File: src/rtl/startup_pkg.sv
package startup_pkg;

  localparam int PH_W       = 3;
  localparam int LAST_PHASE = 6;

  typedef enum logic [1:0] {
    SRC_CFG     = 2'd0,
    SRC_USER    = 2'd1,
    SRC_JTAG    = 2'd2,
    SRC_CFG_ALT = 2'd3
  } clkSrc_t;

  // strobes from control to datapath, valid for one cycle
  typedef struct packed {
    logic doneSet;
    logic gtsRel;
    logic gweRel;
    logic finish;
  } seqStrobe_t;

  function automatic logic [PH_W-1:0] clampPhase(input logic [PH_W-1:0] code);
    if (code == '0 || code > PH_W'(LAST_PHASE)) return PH_W'(LAST_PHASE);
    return code;
  endfunction

endpackage

File: src/rtl/seq_dpath.sv
module seq_dpath
  import startup_pkg::*;
#(
  parameter int NUM_LOCK = 2
)(
  input  logic                clk,
  input  logic                rstSync,
  input  logic [1:0]          clkSel,
  input  logic                cfgTick,
  input  logic                userTick,
  input  logic                jtagTick,
  input  logic                extDoneIn,
  input  logic [NUM_LOCK-1:0] lockIn,
  input  logic [NUM_LOCK-1:0] lockMask,
  input  logic                userGsr,
  input  logic                userGts,
  input  seqStrobe_t          stb,
  output logic                tick,
  output logic                doneSync,
  output logic                lockOk,
  output logic                doneOut,
  output logic                gtsOut,
  output logic                gweOut,
  output logic                gsrOut,
  output logic                userMode
);

  logic                doneMeta;
  logic [NUM_LOCK-1:0] lockMeta, lockSync;
  logic                doneQ, gtsHoldQ, gweQ, userModeQ;
  clkSrc_t             srcSel;

  assign srcSel = clkSrc_t'(clkSel);

  // enable mux: one clock domain, no gated clocks
  always_comb begin
    case (srcSel)
      SRC_USER: tick = userTick;
      SRC_JTAG: tick = jtagTick;
      default:  tick = cfgTick;
    endcase
  end

  always_ff @(posedge clk) begin
    if (rstSync) begin
      doneMeta <= 1'b0;
      doneSync <= 1'b0;
      lockMeta <= '0;
      lockSync <= '0;
    end else begin
      doneMeta <= extDoneIn;
      doneSync <= doneMeta;
      lockMeta <= lockIn;
      lockSync <= lockMeta;
    end
  end

  assign lockOk = &(lockSync | ~lockMask);

  always_ff @(posedge clk) begin
    if (rstSync) begin
      doneQ     <= 1'b0;
      gtsHoldQ  <= 1'b1;
      gweQ      <= 1'b0;
      userModeQ <= 1'b0;
    end else begin
      if (stb.doneSet) doneQ     <= 1'b1;
      if (stb.gtsRel)  gtsHoldQ  <= 1'b0;
      if (stb.gweRel)  gweQ      <= 1'b1;
      if (stb.finish)  userModeQ <= 1'b1;
    end
  end

  assign doneOut  = doneQ;
  assign gweOut   = gweQ;
  assign gtsOut   = gtsHoldQ | userGts;
  assign gsrOut   = userGsr;
  assign userMode = userModeQ;


  done_sticky_chk: assert property (@(posedge clk) disable iff (rstSync)
    doneQ |=> doneQ);


  gts_release_sticky_chk: assert property (@(posedge clk) disable iff (rstSync)
    !gtsHoldQ |=> !gtsHoldQ);


  user_mode_sticky_chk: assert property (@(posedge clk) disable iff (rstSync)
    userModeQ |=> userModeQ);

endmodule

File: src/rtl/seq_ctrl.sv
module seq_ctrl
  import startup_pkg::*;
(
  input  logic            clk,
  input  logic            rstSync,
  input  logic            tick,
  input  logic [PH_W-1:0] doneCycle,
  input  logic [PH_W-1:0] gtsCycle,
  input  logic [PH_W-1:0] gweCycle,
  input  logic            waitDoneEn,
  input  logic            lockWaitEn,
  input  logic [PH_W-1:0] lockCycle,
  input  logic            doneSync,
  input  logic            lockOk,
  output logic [PH_W-1:0] phase,
  output seqStrobe_t      stb
);

  logic [PH_W-1:0] phaseQ, nxtPhase;
  logic [PH_W-1:0] donePh, gtsPh, gwePh, lockPh;
  logic            atLast, doneStall, lockStall, adv;

  assign donePh   = clampPhase(doneCycle);
  assign gtsPh    = clampPhase(gtsCycle);
  assign gwePh    = clampPhase(gweCycle);
  assign lockPh   = clampPhase(lockCycle);
  assign nxtPhase = phaseQ + PH_W'(1);
  assign atLast   = (phaseQ == PH_W'(LAST_PHASE));

  assign doneStall = waitDoneEn && !doneSync &&
                     (nxtPhase == gtsPh || nxtPhase == gwePh);
  assign lockStall = lockWaitEn && !lockOk && (phaseQ == lockPh);
  assign adv       = tick && !atLast && !doneStall && !lockStall;

  always_comb begin
    stb.doneSet = adv && (nxtPhase == donePh);
    stb.gtsRel  = adv && (nxtPhase == gtsPh);
    stb.gweRel  = adv && (nxtPhase == gwePh);
    stb.finish  = adv && (nxtPhase == PH_W'(LAST_PHASE));
  end

  always_ff @(posedge clk) begin
    if (rstSync) phaseQ <= '0;
    else if (adv) phaseQ <= nxtPhase;
  end

  assign phase = phaseQ;


  phase_step_chk: assert property (@(posedge clk) disable iff (rstSync)
    (phaseQ != $past(phaseQ)) |-> (phaseQ == $past(phaseQ) + PH_W'(1)));


  phase_limit_chk: assert property (@(posedge clk) disable iff (rstSync)
    phaseQ <= PH_W'(LAST_PHASE));


  done_wait_hold_chk: assert property (@(posedge clk) disable iff (rstSync)
    (waitDoneEn && !doneSync && (nxtPhase == gtsPh || nxtPhase == gwePh))
      |=> $stable(phaseQ));


  lock_wait_hold_chk: assert property (@(posedge clk) disable iff (rstSync)
    (lockWaitEn && !lockOk && phaseQ == lockPh) |=> $stable(phaseQ));

endmodule

File: src/rtl/startup_seq.sv
module startup_seq
  import startup_pkg::*;
#(
  parameter int NUM_LOCK = 2
)(
  input  logic                clk,
  input  logic                rstSync,
  input  logic [1:0]          clkSel,
  input  logic                cfgTick,
  input  logic                userTick,
  input  logic                jtagTick,
  input  logic [PH_W-1:0]     doneCycle,
  input  logic [PH_W-1:0]     gtsCycle,
  input  logic [PH_W-1:0]     gweCycle,
  input  logic                waitDoneEn,
  input  logic                lockWaitEn,
  input  logic [PH_W-1:0]     lockCycle,
  input  logic [NUM_LOCK-1:0] lockMask,
  input  logic                extDoneIn,
  input  logic [NUM_LOCK-1:0] lockIn,
  input  logic                userGsr,
  input  logic                userGts,
  output logic [PH_W-1:0]     phase,
  output logic                doneOut,
  output logic                gtsOut,
  output logic                gweOut,
  output logic                gsrOut,
  output logic                userMode
);

  seqStrobe_t stb;
  logic       tick, doneSync, lockOk;

  seq_ctrl u_ctrl (
    .clk       (clk),
    .rstSync   (rstSync),
    .tick      (tick),
    .doneCycle (doneCycle),
    .gtsCycle  (gtsCycle),
    .gweCycle  (gweCycle),
    .waitDoneEn(waitDoneEn),
    .lockWaitEn(lockWaitEn),
    .lockCycle (lockCycle),
    .doneSync  (doneSync),
    .lockOk    (lockOk),
    .phase     (phase),
    .stb       (stb)
  );

  seq_dpath #(.NUM_LOCK(NUM_LOCK)) u_dpath (
    .clk      (clk),
    .rstSync  (rstSync),
    .clkSel   (clkSel),
    .cfgTick  (cfgTick),
    .userTick (userTick),
    .jtagTick (jtagTick),
    .extDoneIn(extDoneIn),
    .lockIn   (lockIn),
    .lockMask (lockMask),
    .userGsr  (userGsr),
    .userGts  (userGts),
    .stb      (stb),
    .tick     (tick),
    .doneSync (doneSync),
    .lockOk   (lockOk),
    .doneOut  (doneOut),
    .gtsOut   (gtsOut),
    .gweOut   (gweOut),
    .gsrOut   (gsrOut),
    .userMode (userMode)
  );

endmodule

File: config.mk
export PLATFORM = sky130hd
export DESIGN_NAME = startup_seq
export DESIGN_NICKNAME = d
export VERILOG_FILES = /design/src/rtl/startup_pkg.sv /design/src/rtl/seq_dpath.sv /design/src/rtl/seq_ctrl.sv /design/src/rtl/startup_seq.sv
export SDC_FILE = /design/constraint.sdc
export NUM_CORES = 1
export LEC_CHECK = 0
export ABC_CLOCK_PERIOD_IN_PS = 7300
export BUFFER_PORTS_ARGS = -buffer_cell sky130_fd_sc_hd__buf_2
export CAP_MARGIN = 20
export CORE_MARGIN = 1
export CORE_UTILIZATION = 52
export CTS_CLUSTER_DIAMETER = 40
export CTS_CLUSTER_SIZE = 8
export DETAILED_ROUTE_END_ITERATION = 16
export PLACE_DENSITY = 0.82
export SLEW_MARGIN = 5
export SYNTH_ARGS = -nofsm -noshare
export SYNTH_HDL_FRONTEND = slang
export SYNTH_SLANG_ARGS = --single-unit
File: constraint.sdc
create_clock -name clk -period 7.3 [get_ports clk]
set_input_delay 2.19 -clock clk [delete_from_list [all_inputs] [get_ports clk]]
set_output_delay 2.19 -clock clk [all_outputs]
set_load 0.02 [all_outputs]
# == Word-level counts from Yosys, hierarchy flattened ==
# Cells that the tools add are included.
# word_totals
reg_bits,13
elab_cells,64
input_bits,28
out_inout_bits,8
# op_classes
eq_ne,8
add_sub_neg,1
n_lt_le_gt_ge,4
mux,13
n_bitwise,3
reduce_logical,26
# ops
op,n
3-bit 2-to-1 mux,8
3-bit == test,4
3-bit > comparator (second input constant),4
3-bit zero test,4
1-bit logical AND,11
3-bit == test (second input constant),2
1-bit zero test,5
1-bit logical OR,5
1-bit 2-to-1 mux,4
3-bit by 1-bit adder with 3-bit output (second input constant),1
2-bit by 1-bit == test with 1-bit output (second input constant),1
2-bit == test (second input constant),1
2-bit NOT,1
2-bit OR,1
1-bit case mux with 2 select lines,1
2-bit AND reduction,1
1-bit OR,1

# == Logic depth before layout (Yosys ltp) ==
# Gate-level depths: netlist of run 1.
# logic_depth
ltp_word,11
mapped_depth,9
depth_no_buf,8

# == Hierarchy ==
# Synthesis of run 1 repeated with hierarchy kept, for this count alone.
# hier_totals
hier_cells,109
hier_area_um2,925.9
# by_module_without_submodules
mod,cells_each,seq_area_each_um2,area_per_inst_um2,instances
seq_ctrl,72,60.1,565.5,1
seq_dpath,37,200.2,360.3,1

# == Least setup slack after synthesis of run 1 ==
# Ideal clock, no wire load.
# synth_path
kind,input to output
startpoint,input port userGts
endpoint,output port gtsOut
required_ns,5.110
path_stages,1
path_slack_ns,2.600
t_arrival_ns,2.510
cell_sequence,or2_2
# synth_via
elab_chain_len,1
# synth_lines
element,line_no,text
"start, declared",startup_seq.sv:22,"input logic userGts,"
1-bit OR,seq_dpath.sv:76,assign gtsOut = gtsHoldQ | userGts;
"end, declared",startup_seq.sv:25,"output logic gtsOut,"
# Every way passes these cells.

# == Worst setup path after layout of run 1 ==
# Ends and elaborated chain as after synthesis.

==> summary.md, run 1 <==
| Metric | Value |
|---|---|
| # placed instances | `160` |
| CP arrival | `2.69 ns` |
| Antenna violations before repair | `0` |
| Logic gate share of total power | `0.381` |
| Synth cell types | `46` |
| Synth Cell Area | `997 sq um` |
| Worst Path Required | `5.11 ns` |
| Warnings from Yosys | `0` |
| Die X | `45.8 microns` |
| Number of global-route vias before repair | `851` |
| Die ar. | `0.00210 sq mm` |
| CP Class | `input pin to output pin` |
| Switching share of power | `0.354` |
| Clk slew on worst S/H paths | `0.07 ns` |
| Crit-path most repeated cell | `buf_2` |
| FILL cells | `165` |
| Synth top area share | `0.261` |
| Total power | `202 uW` |
| Root buf cell | `clkbuf_4` |
| Startpoint Class | `input pin` |
| Port buffer count | `33` |
| Switching power | `71.6 uW` |
| Worst-path cell chain | `buf_2, or2_2, buf_2` |
| Area Overhead vs Synth | `19.3%` |
| GR Util All Layers | `0.219` |
| # setup viols final | `0` |
| Iter 0 DRT Violations | `10` |
| Final non-filler cell total | `164` |
| Vias | `938` |
| Hold Slack | `0.447 ns` |
| CTS sink count | `13` |
| Setup TNS | `0 ns` |
| PostCTS Resize Cnt | `0` |
| CTS Buffer Depth | `2` |
| Syn nets | `140` |
| Worst vdd ir | `0.138 mV` |
| Diode count | `0` |
| Nets | `173` |
| Fmax | `205 MHz` |
| Fin. Hold Viols | `0` |
| CTS buffer count | `3` |
| Largest area contributor in the netlist | `dfxtp_1` |
| Period minus WS final | `4.88 ns` |
| P_int | `131 uW` |
| Yosys reg bits | `13` |
| Initial core utilization | `0.565` |
| Synth Instances | `107` |
| Pleak | `0.000532 uW` |
| Clk pwr share | `0.206` |
| Max Cap Viol | `0` |
| Detailed Route WL | `2110 microns` |
| Synth top area cells | `dfxtp_1, ha_1, nor2b_1` |
| Power density over cell area | `170 mW/mm^2` |
| Critical path buffers and inverters | `2` |
| Tcrit/Tclk final | `0.669` |
| Placeable Area | `0.00176 sq mm` |
| Final HPWL from detailed placement | `1700 microns` |
| Final ANT Viol Nets | `0` |
| Hold Buf Count CTS | `0` |
| Grt ovf | `0` |
| Peak fanout along the critical path | `1` |
| WL/cell | `12.9 microns` |
| Sequential share of the synthesized area | `0.261` |
| 1st-pass router iterations | `4` |
| Seq pwr share | `0.413` |
| CP max-delay cell | `or2_2` |
| CTS tree | `done` |
| Post-synth ARST share | `0` |
| Clock Skew | `0.000782 ns` |
| Max_slew headroom | `0.537` |
| First-pass GRT wire length | `3360 microns` |
| DR DRC count | `0` |
| Largest net degree at the start of global routing | `19` |
| Synth Area per Inst | `9.32 sq um` |
| Post-CTS setup buffers | `0` |
| Slew @ Worst Pin | `0.678 ns` |
| Final Slew Violations | `0` |
| Status | `finished, final reports clean` |
| Unrepaired setup endpoints after global routing | `no` |
| I/O Pins | `36` |
| Worst stage delay on the critical path | `0.25 ns` |
| Ys flop type | `dfxtp_1` |
| Vias per inst | `5.72` |
| Post-synth EDFFs | `0` |
| Share of cells above drive strength 1 | `0.345` |
| Die Y-Extent | `45.8 microns` |
| RePlAce Congestion | `0.823` |
| FP Rows | `15` |
| Layout Utilization | `0.674` |
| Clk_lat worst skew | `0.26 ns` |
| CP endpoint kind | `output pin` |
| Hold Crit Class | `register to register` |
| CP top delay family | `buffers and inverters` |
| H-Tree Level Count | `1` |
[power by group through the flow]
| stage | clock (uW) | sequential [uW] | combinational (uW) |
|---|---|---|---|
| 2_1_floorplan | 0 | 85.8 | 54.8 |
| 3_3_place_gp | 0 | 84.7 | 74.1 |
| 3_5_place_dp | 0 | 85.1 | 77.3 |
| 4_1_cts | 43.8 | 83.4 | 77.6 |
| 5_1_grt | 46.7 | 84.4 | 85.1 |
| 6_report | 41.7 | 83.5 | 77.1 |
[final cells by class]
type | instances | area (sq um) | share of cell area
clock buffer | 4 | 26.3 | 0.0221
timing repair buffer | 33 | 165 | 0.139
inverter | 11 | 41.3 | 0.0347
multi-input combinational | 78 | 666 | 0.559
sequential | 13 | 260 | 0.219
tap | 25 | 31.3 | 0.0263
[per-stage QoR]
stage	setup slack, ns	instance area (sq um)
after floorplan	2.60	997
after global placement	2.42	1160
after detailed placement	2.41	1160
after CTS	2.41	1190
after global routing	2.39	1190
final	2.42	1190
[cells in the final DEF, fill, tap and decap left out, types with 3 or more instances in the layout]
| cell type | instances |
|---|---|
| nand2_1 | 5 |
| nor4_1 | 3 |
| ha_1 | 5 |
| xnor2_1 | 3 |
| a21oi_1 | 3 |
| dfxtp_1 | 13 |
| clkbuf_4 | 3 |
| nor4b_1 | 3 |
| nor2b_1 | 7 |
| inv_1 | 11 |
| o31ai_1 | 3 |
| nand3_1 | 4 |
| buf_2 | 33 |
[cell usage after synthesis, types with 2 or more instances]
| cell | n |
|---|---|
| ha_1 | 5 |
| inv_1 | 11 |
| nor2b_1 | 7 |
| nand2_1 | 5 |
| o21ba_2 | 2 |
| and4b_1 | 2 |
| nor4_1 | 3 |
| dfxtp_1 | 13 |
| xnor2_1 | 3 |
| clkbuf_1 | 3 |
| nand3_1 | 4 |
| and3_1 | 2 |
| nor4b_1 | 3 |
| and4_1 | 2 |
| o31ai_1 | 3 |
| a211oi_1 | 2 |
| o22ai_1 | 2 |
| a21oi_1 | 3 |
| o31ai_4 | 2 |
| and3_2 | 2 |
| and4bb_1 | 2 |
| xor2_1 | 2 |
[routing by layer]
metal  GRT usage  wire length (microns)  vias up  share of wire
met4      0.0882                     19        0         0.0090
met5           0                      0        -              0
met3      0.0238                     79        4          0.037
li1            -                      -      464              -
met1       0.238                    894      444           0.42
met2       0.423                   1120       26           0.53
[cell families after synthesis]
kind of cell             synth area share
AO/OA/AOI/OAI                       0.267
XOR/XNOR                           0.0602
adder cells (fa/ha/maj)            0.0627
buffers and inverters              0.0715
flip-flops                          0.261
AND/OR/NAND/NOR                     0.277
[worst paths after layout]
kind | start | endpoint | slack, ns | depth (start not counted)
max reg2reg | u_ctrl.phase[0] | u_dpath.doneOut | 4.06 | 8
min | u_dpath.doneMeta | u_dpath.doneSync | 0.45 | 1
min reg2reg | u_dpath.doneMeta | u_dpath.doneSync | 0.45 | 1
max | userGts | gtsOut | 2.42 | 3
[worst register-to-register path: cells and delay by family, from the launching register on]
family | cells | cell delay (ns)
buf+inv | 1 | 0.24
simple gates | 2 | 0.49
fa+ha+maj | 1 | 0.45
compound gates | 4 | 1.39
flops | 1 | 0.62
[flip-flops by register name, summed over array words and instances, names as in the netlist]
signal / cells
u_ctrl.phase: 3
u_dpath.lockMeta: 2
u_dpath.lockSync: 2
u_dpath.doneMeta: 1
u_dpath.doneOut: 1
u_dpath.doneSync: 1
u_dpath.gtsHoldQ: 1
u_dpath.gweOut: 1
u_dpath.userMode: 1
Power figures use the tool's default switching activity.
==> run 2: changes to the inputs <==
--- a/config.mk
+++ b/config.mk
@@ -5,15 +5,15 @@
 export SDC_FILE = /design/constraint.sdc
 export NUM_CORES = 1
 export LEC_CHECK = 0
-export ABC_CLOCK_PERIOD_IN_PS = 7300
+export ABC_CLOCK_PERIOD_IN_PS = 4420
 export BUFFER_PORTS_ARGS = -buffer_cell sky130_fd_sc_hd__buf_2
 export CAP_MARGIN = 20
 export CORE_MARGIN = 1
-export CORE_UTILIZATION = 52
+export CORE_UTILIZATION = 44
 export CTS_CLUSTER_DIAMETER = 40
 export CTS_CLUSTER_SIZE = 8
 export DETAILED_ROUTE_END_ITERATION = 16
-export PLACE_DENSITY = 0.82
+export PLACE_DENSITY = 0.74
 export SLEW_MARGIN = 5
 export SYNTH_ARGS = -nofsm -noshare
 export SYNTH_HDL_FRONTEND = slang
==> constraint.sdc (replaced) <==
create_clock -name clk -period 4.42 [get_ports clk]
set_input_delay 1.326 -clock clk [delete_from_list [all_inputs] [get_ports clk]]
set_output_delay 1.326 -clock clk [all_outputs]
set_load 0.02 [all_outputs]
==> summary.md, run 2 (synthesis gave the netlist of run 1 again) <==
| Metric | Value |
|---|---|
| M1 wire length | `932 microns (was 894 microns)` |
| Die Y-Extent | `49.6 microns (was 45.8 microns)` |
| 1st-pass router iterations | `4 (unchanged)` |
| Power density over cell area | `279 mW/mm^2 (was 170 mW/mm^2)` |
| CTS buffer count | `3 (unchanged)` |
| WL/cell | `12.0 microns (was 12.9 microns)` |
| Min setup slack post-route | `1.26 ns (was 2.42 ns)` |
| Area after DPL | `0.00117 sq mm (was 0.00116 sq mm)` |
| Pre-CTS setup slack | `1.25 ns (was 2.41 ns)` |
| Slew @ Worst Pin | `0.649 ns (was 0.678 ns)` |
| Number of global-route vias before repair | `898 (was 851)` |
| Max Cap Viol | `0 (unchanged)` |
| WL met2 | `994 microns (was 1120 microns)` |
| Period minus WS final | `3.16 ns` |
| CP endpoint kind | `output pin (unchanged)` |
| Layout Utilization | `0.584 (was 0.674)` |
| Setup TNS | `0 ns (unchanged)` |
| Worst Path Required | `3.09 ns (was 5.11 ns)` |
| Nets | `173 (unchanged)` |
| Status | `finished, final reports clean (unchanged)` |
| Startpoint Class | `input pin (unchanged)` |
| Vias | `920 (was 938)` |
| Share of cells above drive strength 1 | `0.345 (unchanged)` |
| Max reg flops | `3 (unchanged)` |
| DR DRC count | `0 (unchanged)` |
| Vias per inst | `5.54 (was 5.72)` |
| Post-CTS setup buffers | `0 (unchanged)` |
| Worst vdd ir | `0.221 mV (was 0.138 mV)` |
| PostCTS Resize Cnt | `0 (unchanged)` |
| CP Class | `input pin to output pin (unchanged)` |
| Met3 WL | `67 microns (was 79 microns)` |
| Peak fanout along the critical path | `1 (unchanged)` |
| Antenna violations before repair | `0 (unchanged)` |
| Grt ovf | `0 (unchanged)` |
| First-pass GRT wire length | `3420 microns (was 3360 microns)` |
| RePlAce Congestion | `0.774 (was 0.823)` |
| Die X | `49.6 microns (was 45.8 microns)` |
| Initial core utilization | `0.488 (was 0.565)` |
| Clk_lat worst skew | `0.26 ns (about the same)` |
| Detailed Route WL | `2000 microns (was 2110 microns)` |
| Final Slew Violations | `0 (unchanged)` |
| # setup viols final | `0 (unchanged)` |
| Clock Skew | `0.00339 ns (was 0.000782 ns)` |
| CP arrival | `1.84 ns (was 2.69 ns)` |
| Root buf cell | `clkbuf_4 (unchanged)` |
| Final HPWL from detailed placement | `1600 microns (was 1700 microns)` |
| Max_slew headroom | `0.567 (was 0.537)` |
| Diode count | `0 (unchanged)` |
| Area Overhead vs Synth | `19.6% (was 19.3%)` |
| Commonest non-fill, non-tap cell in the layout | `buf_2 (unchanged)` |
| H-Tree Level Count | `1 (unchanged)` |
| CTS Buffer Depth | `2 (unchanged)` |
| Most frequent cells in the layout | `buf_2, dfxtp_1, inv_1, nor2b_1 (unchanged)` |
| Tcrit/Tclk final | `0.716` |
| FP Rows | `16 (was 15)` |
| GR Util All Layers | `0.173 (was 0.219)` |
| Unrepaired setup endpoints after global routing | `no (unchanged)` |
| Highest metal layer with signal wires | `met4 (unchanged)` |
| Fin. Hold Viols | `0 (unchanged)` |
| Clk slew on worst S/H paths | `0.07 ns (about the same)` |
| Iter 0 DRT Violations | `13 (was 10)` |
| Final ANT Viol Nets | `0 (unchanged)` |
| Largest net degree at the start of global routing | `19 (unchanged)` |
| Hold Buf Count CTS | `0 (unchanged)` |
| I/O Pins | `36 (unchanged)` |
| Fin area | `0.00119 sq mm (about the same)` |
| Port buffer count | `33 (unchanged)` |
| Fmax | `316 MHz` |
| Hold Crit Class | `register to register (unchanged)` |
| CTS tree | `done (unchanged)` |
| Pleak | `0.000532 uW (unchanged)` |
| Placeable Area | `0.00204 sq mm (was 0.00176 sq mm)` |
| CTS sink count | `13 (unchanged)` |
| Die ar. | `0.00246 sq mm (was 0.00210 sq mm)` |
==> run 2: cell counts in the layout (fill, tap and decap cells not counted) <==
Identical to the previous run, type by type.
==> run 2: path summary, 6_finish.rpt <==
check,from,to,slack (ns),cells after the start
hold / removal,u_dpath.doneMeta,u_dpath.doneSync,0.44,1
setup reg to reg,u_ctrl.phase[0],u_dpath.doneOut,1.34,8
hold reg to reg,u_dpath.doneMeta,u_dpath.doneSync,0.44,1
setup / recovery,userGts,gtsOut,1.26,3
==> run 2: power by group <==
group	internal [uW]	leakage, uW	switching (uW)
combinational	55.5	0.000411	70.5
clock	34.8	0.0000150	33.4
sequential	125	0.000107	13.6
total	216	0.000532	117
==> run 2: through the flow <==
step                      cells  hold WS (ns)  total power [uW]
after floorplan             107         0.414               232
after global placement      162         0.420               264
after detailed placement    162         0.430               268
after CTS                   166         0.448               336
after global routing        166         0.457               358
final                       166         0.441               333
==> run 2: metal layers <==
layer | GRT usage | up-vias
li1 | - | 467
met1 | 0.209 | 431
met2 | 0.318 | 20
met3 | 0.0185 | 2
met4 | 0.0524 | 0
met5 | 0 | -
==> run 2: critical path, stage by stage <==
cell and delay (ns):
buf_2 0.09, or2_2 0.26, buf_2 0.16
==> run 2: area by class of cell <==
class                           count  area, sq um
Fill cell                         193          850
Multi-Input combinational cell     78          666
Sequential cell                    13          260
Timing Repair Buffer               33          165
Inverter                           11         41.3
Tap cell                           27         33.8
Clock buffer                        4         26.3
